[src/rtl/uic_pkg.sv]
package uic_pkg;

    parameter int unsigned UIC_DEF_DEPTH = 8;

    typedef struct packed {
        logic data;
        logic txe;
        logic par;
        logic err;
    } uic_src_t;

endpackage

[src/rtl/uic_par_fifo.sv]
module uic_par_fifo #(
    parameter int unsigned DEPTH = 8
) (
    input  logic clk,
    input  logic rst_n,
    input  logic push,
    input  logic push_par,
    input  logic pop,
    input  logic par_en,
    output logic has_data,
    output logic oldest_par
);
    localparam int unsigned PTR_W = (DEPTH > 1) ? $clog2(DEPTH) : 1;
    localparam int unsigned CNT_W = $clog2(DEPTH + 1);

    typedef struct packed {
        logic [DEPTH-1:0] bits;
        logic [PTR_W-1:0] wr;
        logic [PTR_W-1:0] rd;
        logic [CNT_W-1:0] cnt;
    } fifo_st_t;

    fifo_st_t st_d, st_q;
    logic do_push, do_pop;

    function automatic logic [PTR_W-1:0] ptr_next(input logic [PTR_W-1:0] p);
        return (p == PTR_W'(DEPTH - 1)) ? '0 : p + 1'b1;
    endfunction

    always_comb begin
        st_d    = st_q;
        do_pop  = pop && (st_q.cnt != '0);
        do_push = push && ((st_q.cnt != CNT_W'(DEPTH)) || do_pop);
        if (do_push) begin
            st_d.bits[st_q.wr] = push_par;
            st_d.wr            = ptr_next(st_q.wr);
        end
        if (do_pop) begin
            st_d.rd = ptr_next(st_q.rd);
        end
        case ({do_push, do_pop})
            2'b10:   st_d.cnt = st_q.cnt + 1'b1;
            2'b01:   st_d.cnt = st_q.cnt - 1'b1;
            default: st_d.cnt = st_q.cnt;
        endcase
    end

    always_ff @(posedge clk or negedge rst_n) begin
        if (!rst_n) begin
            st_q <= '0;
        end else begin
            st_q <= st_d;
        end
    end

    assign has_data   = (st_q.cnt != '0);
    assign oldest_par = par_en && has_data && st_q.bits[st_q.rd];

endmodule

[src/rtl/uic_rx_activity.sv]
module uic_rx_activity (
    input  logic clk,
    input  logic rst_n,
    input  logic shdn,
    input  logic rx_line,
    output logic act
);
    typedef struct packed {
        logic s1;
        logic s2;
        logic prev;
        logic armed;
        logic act;
    } act_st_t;

    act_st_t st_d, st_q;

    always_comb begin
        st_d       = st_q;
        st_d.s1    = rx_line;
        st_d.s2    = st_q.s1;
        st_d.prev  = st_q.s2;
        st_d.armed = shdn;
        if (shdn) begin
            st_d.act = st_q.act | (st_q.armed & (st_q.s2 ^ st_q.prev));
        end else begin
            st_d.act = 1'b0;
        end
    end

    always_ff @(posedge clk or negedge rst_n) begin
        if (!rst_n) begin
            st_q <= '{s1: 1'b1, s2: 1'b1, prev: 1'b1, armed: 1'b0, act: 1'b0};
        end else begin
            st_q <= st_d;
        end
    end

    assign act = st_q.act;

endmodule

[src/rtl/uic_tx_event.sv]
module uic_tx_event (
    input  logic clk,
    input  logic rst_n,
    input  logic tx_empty,
    input  logic mask_tx,
    input  logic rd_done,
    output logic rise,
    output logic pend
);
    typedef struct packed {
        logic prev;
        logic pend;
    } tx_st_t;

    tx_st_t st_d, st_q;

    assign rise = tx_empty & ~st_q.prev;

    always_comb begin
        st_d      = st_q;
        st_d.prev = tx_empty;
        st_d.pend = (rise & mask_tx) | (st_q.pend & ~rd_done);
    end

    always_ff @(posedge clk or negedge rst_n) begin
        if (!rst_n) begin
            st_q <= '{prev: 1'b1, pend: 1'b0};
        end else begin
            st_q <= st_d;
        end
    end

    assign pend = st_q.pend;

endmodule

[src/rtl/uic_irq_ctrl.sv]
module uic_irq_ctrl
    import uic_pkg::*;
#(
    parameter int unsigned DEPTH = UIC_DEF_DEPTH
) (
    input  logic clk,
    input  logic rst_n,
    input  logic rx_push,
    input  logic rx_push_par,
    input  logic rx_pop,
    input  logic par_en,
    input  logic frame_done,
    input  logic frame_stop_ok,
    input  logic tx_empty,
    input  logic rd_done,
    input  logic shdn,
    input  logic rx_line,
    input  logic mask_rx,
    input  logic mask_tx,
    input  logic mask_par,
    input  logic mask_err,
    output logic st_data,
    output logic st_txe,
    output logic st_par,
    output logic st_err,
    output logic irq_n
);
    typedef struct packed {
        logic fe;
    } top_st_t;

    top_st_t  st_d, st_q;
    uic_src_t src;
    logic     has_data, oldest_par, act_flag, tx_rise, tx_pend;

    uic_par_fifo #(.DEPTH(DEPTH)) i_par_fifo (
        .clk        (clk),
        .rst_n      (rst_n),
        .push       (rx_push),
        .push_par   (rx_push_par),
        .pop        (rx_pop),
        .par_en     (par_en),
        .has_data   (has_data),
        .oldest_par (oldest_par)
    );

    uic_rx_activity i_rx_activity (
        .clk     (clk),
        .rst_n   (rst_n),
        .shdn    (shdn),
        .rx_line (rx_line),
        .act     (act_flag)
    );

    uic_tx_event i_tx_event (
        .clk      (clk),
        .rst_n    (rst_n),
        .tx_empty (tx_empty),
        .mask_tx  (mask_tx),
        .rd_done  (rd_done),
        .rise     (tx_rise),
        .pend     (tx_pend)
    );

    always_comb begin
        st_d = st_q;
        if (frame_done) begin
            st_d.fe = ~frame_stop_ok;
        end
    end

    always_ff @(posedge clk or negedge rst_n) begin
        if (!rst_n) begin
            st_q <= '0;
        end else begin
            st_q <= st_d;
        end
    end

    always_comb begin
        src.data = has_data;
        src.txe  = tx_empty;
        src.par  = oldest_par;
        src.err  = shdn ? act_flag : st_q.fe;
    end

    assign st_data = src.data;
    assign st_txe  = src.txe;
    assign st_par  = src.par;
    assign st_err  = src.err;
    assign irq_n   = ~((src.data & mask_rx) | (tx_pend & mask_tx) |
                       (src.par & mask_par) | (src.err & mask_err));

endmodule

[config.mk]
export PLATFORM = sky130hd
export DESIGN_NAME = uic_irq_ctrl
export DESIGN_NICKNAME = d
export VERILOG_FILES = /design/src/rtl/uic_pkg.sv /design/src/rtl/uic_par_fifo.sv /design/src/rtl/uic_rx_activity.sv /design/src/rtl/uic_tx_event.sv /design/src/rtl/uic_irq_ctrl.sv
export SDC_FILE = /design/constraint.sdc
export NUM_CORES = 1
export LEC_CHECK = 0
export BUFFER_PORTS_ARGS = -buffer_cell sky130_fd_sc_hd__buf_2
export CORE_MARGIN = 5
export CORE_UTILIZATION = 54
export CTS_CLUSTER_SIZE = 25
export DETAILED_ROUTE_END_ITERATION = 12
export PLACE_DENSITY = 0.75
export SETUP_SLACK_MARGIN = 0.1
export SLEW_MARGIN = 15
export SYNTH_ARGS = -nofsm -noshare
export SYNTH_HDL_FRONTEND = slang
export SYNTH_SLANG_ARGS = --single-unit
[constraint.sdc]
create_clock -name clk -period 3.9 [get_ports clk]
set_input_delay 0.78 -clock clk [delete_from_list [all_inputs] [get_ports clk]]
set_output_delay 0.78 -clock clk [all_outputs]
set_load 0.05 [all_outputs]
==> run_results.csv, run 1 <==
group,metric,value,unit
placed_design,dp_hpwl,1.79,mm
sta,min_period_over_period,73.4,%
sta,fin_crit,2.86,ns
placed_design,io_buffers,20,
sta,hold_viol_final,0,
synth,synth_edf_count,0,
global_routing,antenna_found_initial,0,
floorplanning,ios,21,
clock_tree,ctsHoldBuffers,0,
clock_tree,clk_pin_slew,0.14,ns
cells_and_area,nets,151,
routing,wl_per_cell,15.0,µm
global_routing,gr-usage-all-layers,15.4,%
clock_tree,cts_sinks,26,
setup_path,worstPathRequired,3.12,ns
synth,synth_top_area_share,41.3,%
synth,synthArstFlopShare,100,%
global_routing,grt_max_degree,27,
synth,yosys_most_used_dff,"dfrtp_1",
cells_and_area,layout-drive-gt1-share,37.0,%
floorplanning,placementRows,18,
sta,setup_ws,1.04,ns
power,p_leak,0.665,nW
floorplanning,die_w,59.7,µm
placed_design,place_ws,0.892,ns
sta,setup_tns,0,ns
synth,ys_types,32,
clock_tree,clockBufferDepth,2,
synth,synth_seq_cells,26,
routing,vias,876,
synth,yosysSeqAreaShare,49.2,%
clock_tree,cts_setup_buffers,0,
clock_tree,cts_max_level,1,
run,drv_cap,0,
synth,ys_top_cells_by_area,"dfrtp_1 (41%), mux2_2 (14%), dfstp_2 (7.9%)",
status,status,"completed",
power,max-vdd-ir-drop,0.000429,V
clock_tree,cts_tree,"yes",
floorplanning,initial_core_util,55.3,%
floorplanning,core_area,0.00241,mm²
clock_tree,cts_resized,0,
sta,rsz0062_at_grt,"no",
synth,yosysWarnings,0,
setup_path,cp.arrival,2.08,ns
sta,max_freq,0.349,GHz
floorplanning,die-height,59.7,µm
hold_path,hold_path.class,"reg2reg",
clock_tree,numCtsBuffers,3,
sta,setup_viol,0,
routing,routed_wl,2.35,mm
synth,synth_common_cells,"dfrtp_1 (22), mux2_2 (17), ha_1 (7)",
routing,drt_iter0_drc,23,
routing,ant_nets,0,
cells_and_area,area_delta_synth_final,10.0,%
synth,syn_area,0.00133,mm²
global_routing,grt_pass1_vias,886,
clock_tree,insertion_delay,0.32,ns
synth,post-synth-top-count-cell,"dfrtp_1",
power,p_per_area,711,mW/mm²
global_routing,grt_first_pass_wirelength,4.02,mm
global_routing,grt_overflow,0,
cells_and_area,nFillCells,201,
setup_path,critPathKind,"reg2out",
sta,drv_slew,0,
setup_path,crit_fanout,5,
synth,syn_area_per_cell,12.3,µm²
routing,vias_per_cell,5.58,
floorplanning,dieArea,0.00356,mm²
routing,drc,0,
routing,firstDrtPassIters,4,
sta,slew_headroom,48.4,%
setup_path,end_kind,"output pin",
sta,worst_pin_slew,0.771,ns
synth,syn_nets,131,
sta,skew,0.0144,ns
synth,yosys.area.top_type,"dfrtp_1",
clock_tree,cts-root-buf,"clkbuf_4",
setup_path,start_kind,"flip-flop",
placed_design,gp_congestion,0.779,
synth,synth_cells,108,
cells_and_area,antenna_cells,0,
## flip-flops by register name, summed over array words and instances (netlist names)
name	count
i_tx_event.st_q	1
i_tx_event.pend	1
i_par_fifo.st_q	18
st_q	1
i_rx_activity.act	1
i_rx_activity.st_q	2
i_rx_activity.st_d	2
## final timing paths
path                                       start                     to  slack [ns]  depth (start not counted)
setup reg to reg              i_par_fifo.st_q[2]     i_par_fifo.st_q[2]        1.32                          8
hold reg to reg            i_rx_activity.st_d[2]  i_rx_activity.st_q[2]        0.38                          0
hold / removal             i_rx_activity.st_d[2]  i_rx_activity.st_q[2]        0.38                          0
min in group asynchronous                  rst_n     i_par_fifo.st_q[2]        0.42                          1
max in group asynchronous                  rst_n     i_tx_event.st_q[1]        3.09                          1
setup / recovery              i_par_fifo.st_q[2]                  irq_n        1.04                          4
## cell type report
type / count / area [µm²] / share of cell area, %
timing repair buffer: 20 / 100 / 6.82
sequential: 26 / 656 / 44.7
tap: 30 / 37.5 / 2.56
clock buffer: 4 / 26.3 / 1.79
multi-input combinational: 75 / 641 / 43.6
inverter: 2 / 7.51 / 0.512
## report_power, final
group          total, mW  internal [mW]  switching (mW)
logic              0.418          0.224           0.194
clock network      0.117         0.0401          0.0767
registers          0.509          0.372           0.137
## cells by family (layout without fill, tap and decap cells)
kind of cell    count (synthesis)  in the layout  share of synthesized area, %
simple gates                   29             29                          13.9
mux                            18             18                          15.1
compound gates                 15             15                          8.54
flops                          26             26                          49.2
buf+inv                         7             26                          2.81
fa+ha+maj                       7              7                          6.57
xor+xnor                        6              6                          3.94
## cells in the final DEF, fill, tap and decap left out, types with 2 or more instances in the layout
master	instances
nor2_1	4
a21o_1	2
clkbuf_4	3
inv_1	2
dfstp_2	4
mux2_2	17
o21ai_0	4
buf_2	20
nand2b_1	4
nand3b_1	3
nor4bb_1	3
a21oi_1	4
nor4b_1	3
nor3_1	4
nand2_1	3
dfrtp_1	22
xor2_1	5
ha_1	7
## critical path: stages (launching register included)
cell and delay, ns:
dfrtp_1 0.49, or4_4 0.58, a222oi_1 0.21, a21boi_1 0.19, buf_2 0.28
## through the flow
stage | instance area (µm²) | hold slack (ns) | utilization [%] | total power [mW] | cells
6_report | 1470 | 0.380 | 60.9 | 1.04 | 157
5_1_grt | 1470 | 0.389 | 60.9 | 1.13 | 157
4_1_cts | 1470 | 0.382 | 60.9 | 1.06 | 157
3_5_place_dp | 1440 | 0.355 | 59.8 | 0.939 | 153
3_3_place_gp | 1440 | 0.347 | 59.8 | 0.906 | 153
2_1_floorplan | 1330 | 0.345 | - | 0.836 | 108
## layer usage
metal	share of wire, %	track usage, %	vias up
met1	42	19.1	430
met4	2.0	7.59	0
met3	2.3	2.59	5
met5	0	0	-
met2	54	25.8	12
li1	-	-	429
Power figures use the tool's default switching activity.
==> run 2, diff against run 1 <==
CORE_UTILIZATION = 49   (was 54)
PLACE_DENSITY = 0.71   (was 0.75)
clock period = 2.6 ns   (was 3.9 ns; I/O delays follow)
==> run 2 against run 1 <==
Against the previous run: power is 60% higher; global-route usage is 2.1 points lower; setup slack worse by 0.88 ns.
==> run_results.csv, run 2 (synthesis results as in run 1) <==
group,metric,value,unit
setup_path,start_kind,"flip-flop",
cells_and_area,nFillCells,238,
sta,setup_viol,0,
clock_tree,clk_pin_slew,0.14,ns
sta,hold_viol_final,0,
cells_and_area,nets,156,
setup_path,rr_worst_depth,10,
power,max-vdd-ir-drop,0.000699,V
sta,slew_headroom,61.1,%
global_routing,grt_overflow,0,
setup_path,crit_fanout,4,
placed_design,io_buffers,20,
cells_and_area,finalCoreUtilization,57.1,%
routing,vias_per_cell,5.51,
sta,min_period_over_period,93.9,%
sta,skew,0.00651,ns
sta,fin_crit,2.44,ns
global_routing,gr-usage-all-layers,13.3,%
floorplanning,die-height,62.2,µm
floorplanning,ios,21,
power,p_per_area,1090,mW/mm²
clock_tree,insertion_delay,0.32,ns
routing,ant_nets,0,
cells_and_area,design_area,0.00153,mm²
routing,firstDrtPassIters,4,
cells_and_area,final_common_cell,"dfrtp_1",
placed_design,gp_congestion,0.763,
routing,drt_iter0_drc,34,
floorplanning,die_w,62.2,µm
cells_and_area,regMostFlops,"i_par_fifo.st_q",
global_routing,grt_max_degree,27,
status,status,"completed",
clock_tree,cts_sinks,26,
cells_and_area,final_cell_mix,"dfrtp_1 (22), buf_2 (19), mux2_2 (17), ha_1 (6)",
global_routing,antenna_found_initial,0,
placed_design,dp_hpwl,1.80,mm
clock_tree,clockBufferDepth,2,
routing,vias,898,
setup_path,end_kind,"output pin",
sta,worst_pin_slew,0.583,ns
clock_tree,cts_max_level,1,
cells_and_area,largest_reg_flops,18,
routing,routed_wl,2.44,mm
cells_and_area,area_delta_synth_final,15.0,%
placed_design,placed_cell_area,0.00148,mm²
sta,drv_slew,0,
hold_path,hold_path.class,"in2async",
global_routing,grt_first_pass_wirelength,4.11,mm
run,drv_cap,0,
cells_and_area,antenna_cells,0,
clock_tree,cts-root-buf,"clkbuf_4",
floorplanning,core_area,0.00269,mm²
cells_and_area,layout-drive-gt1-share,42.4,%
floorplanning,initial_core_util,49.7,%
floorplanning,placementRows,19,
global_routing,grt_pass1_vias,911,
clock_tree,ctsHoldBuffers,0,
routing,drc,0,
clock_tree,numCtsBuffers,3,
sta,max_freq,0.410,GHz
sta,setup_tns,0,ns
routing,wl_per_cell,15.0,µm
setup_path,cp.arrival,1.92,ns
setup_path,worstPathRequired,2.08,ns
power,p_leak,0.697,nW
clock_tree,cts_tree,"yes",
floorplanning,dieArea,0.00387,mm²
setup_path,critPathKind,"reg2out",
sta,rsz0062_at_grt,"yes",
==> run 2: routing by layer <==
layer	part of all wire (%)	routed length [µm]	global-route usage [%]
met2	49	1210	20.5
met3	2.5	60	2.70
met5	0	0	0
met1	46	1130	17.3
met4	1.8	45	7.32
==> run 2: cell type report <==
cell class,count,area [µm²],share of cell area [%]
Sequential cell,26,656,42.7
Multi-Input combinational cell,75,652,42.5
Timing Repair Buffer,25,144,9.38
Tap cell,31,38.8,2.53
Clock buffer,4,36.3,2.37
Inverter,2,7.51,0.489
==> run 2: power breakdown <==
| group | switching (mW) | internal, mW |
|---|---|---|
| Combinational | 0.358 | 0.388 |
| Sequential | 0.159 | 0.559 |
| Clock | 0.122 | 0.0857 |
| Total | 0.638 | 1.03 |
==> run 2: critical path, stage by stage, from the launching register on <==
cell	delay [ns]
dfrtp_1	0.42
or4_4	0.58
a222oi_1	0.22
a21boi_2	0.22
buf_6	0.17
==> run 2: path summary, 6_finish.rpt <==
kind / end / start / slack, ns
min reg2reg: i_rx_activity.st_d[2] / i_rx_activity.st_d[3] / 0.38
max in group asynchronous: i_par_fifo.st_q[12] / rst_n / 2.05
max: irq_n / i_par_fifo.st_q[3] / 0.16
min: i_rx_activity.act / rst_n / 0.17
max reg2reg: i_par_fifo.st_q[2] / i_par_fifo.st_q[3] / 0.18
min in group clk: i_rx_activity.st_d[3] / rx_line / 0.27
==> run 2: through the flow <==
stage | std cells | hold slack [ns] | worst slack, ns | total power [mW]
floorplan | 108 | 0.224 | 0.104 | 1.27
global placement | 158 | 0.355 | 0.228 | 1.42
detailed placement | 158 | 0.357 | 0.159 | 1.46
CTS | 162 | 0.186 | 0.102 | 1.66
global route | 163 | 0.189 | 0.0286 | 1.81
finish | 163 | 0.169 | 0.159 | 1.67
==> run 2: what timing repair did <==
item / CTS / global route
setup buffers: 0 / 1
endpoints found under the setup margin: 1 / 2
gates resized for setup: 1 / 2
pin swaps: 0 / 1
endpoints found under the hold margin: 0 / 0
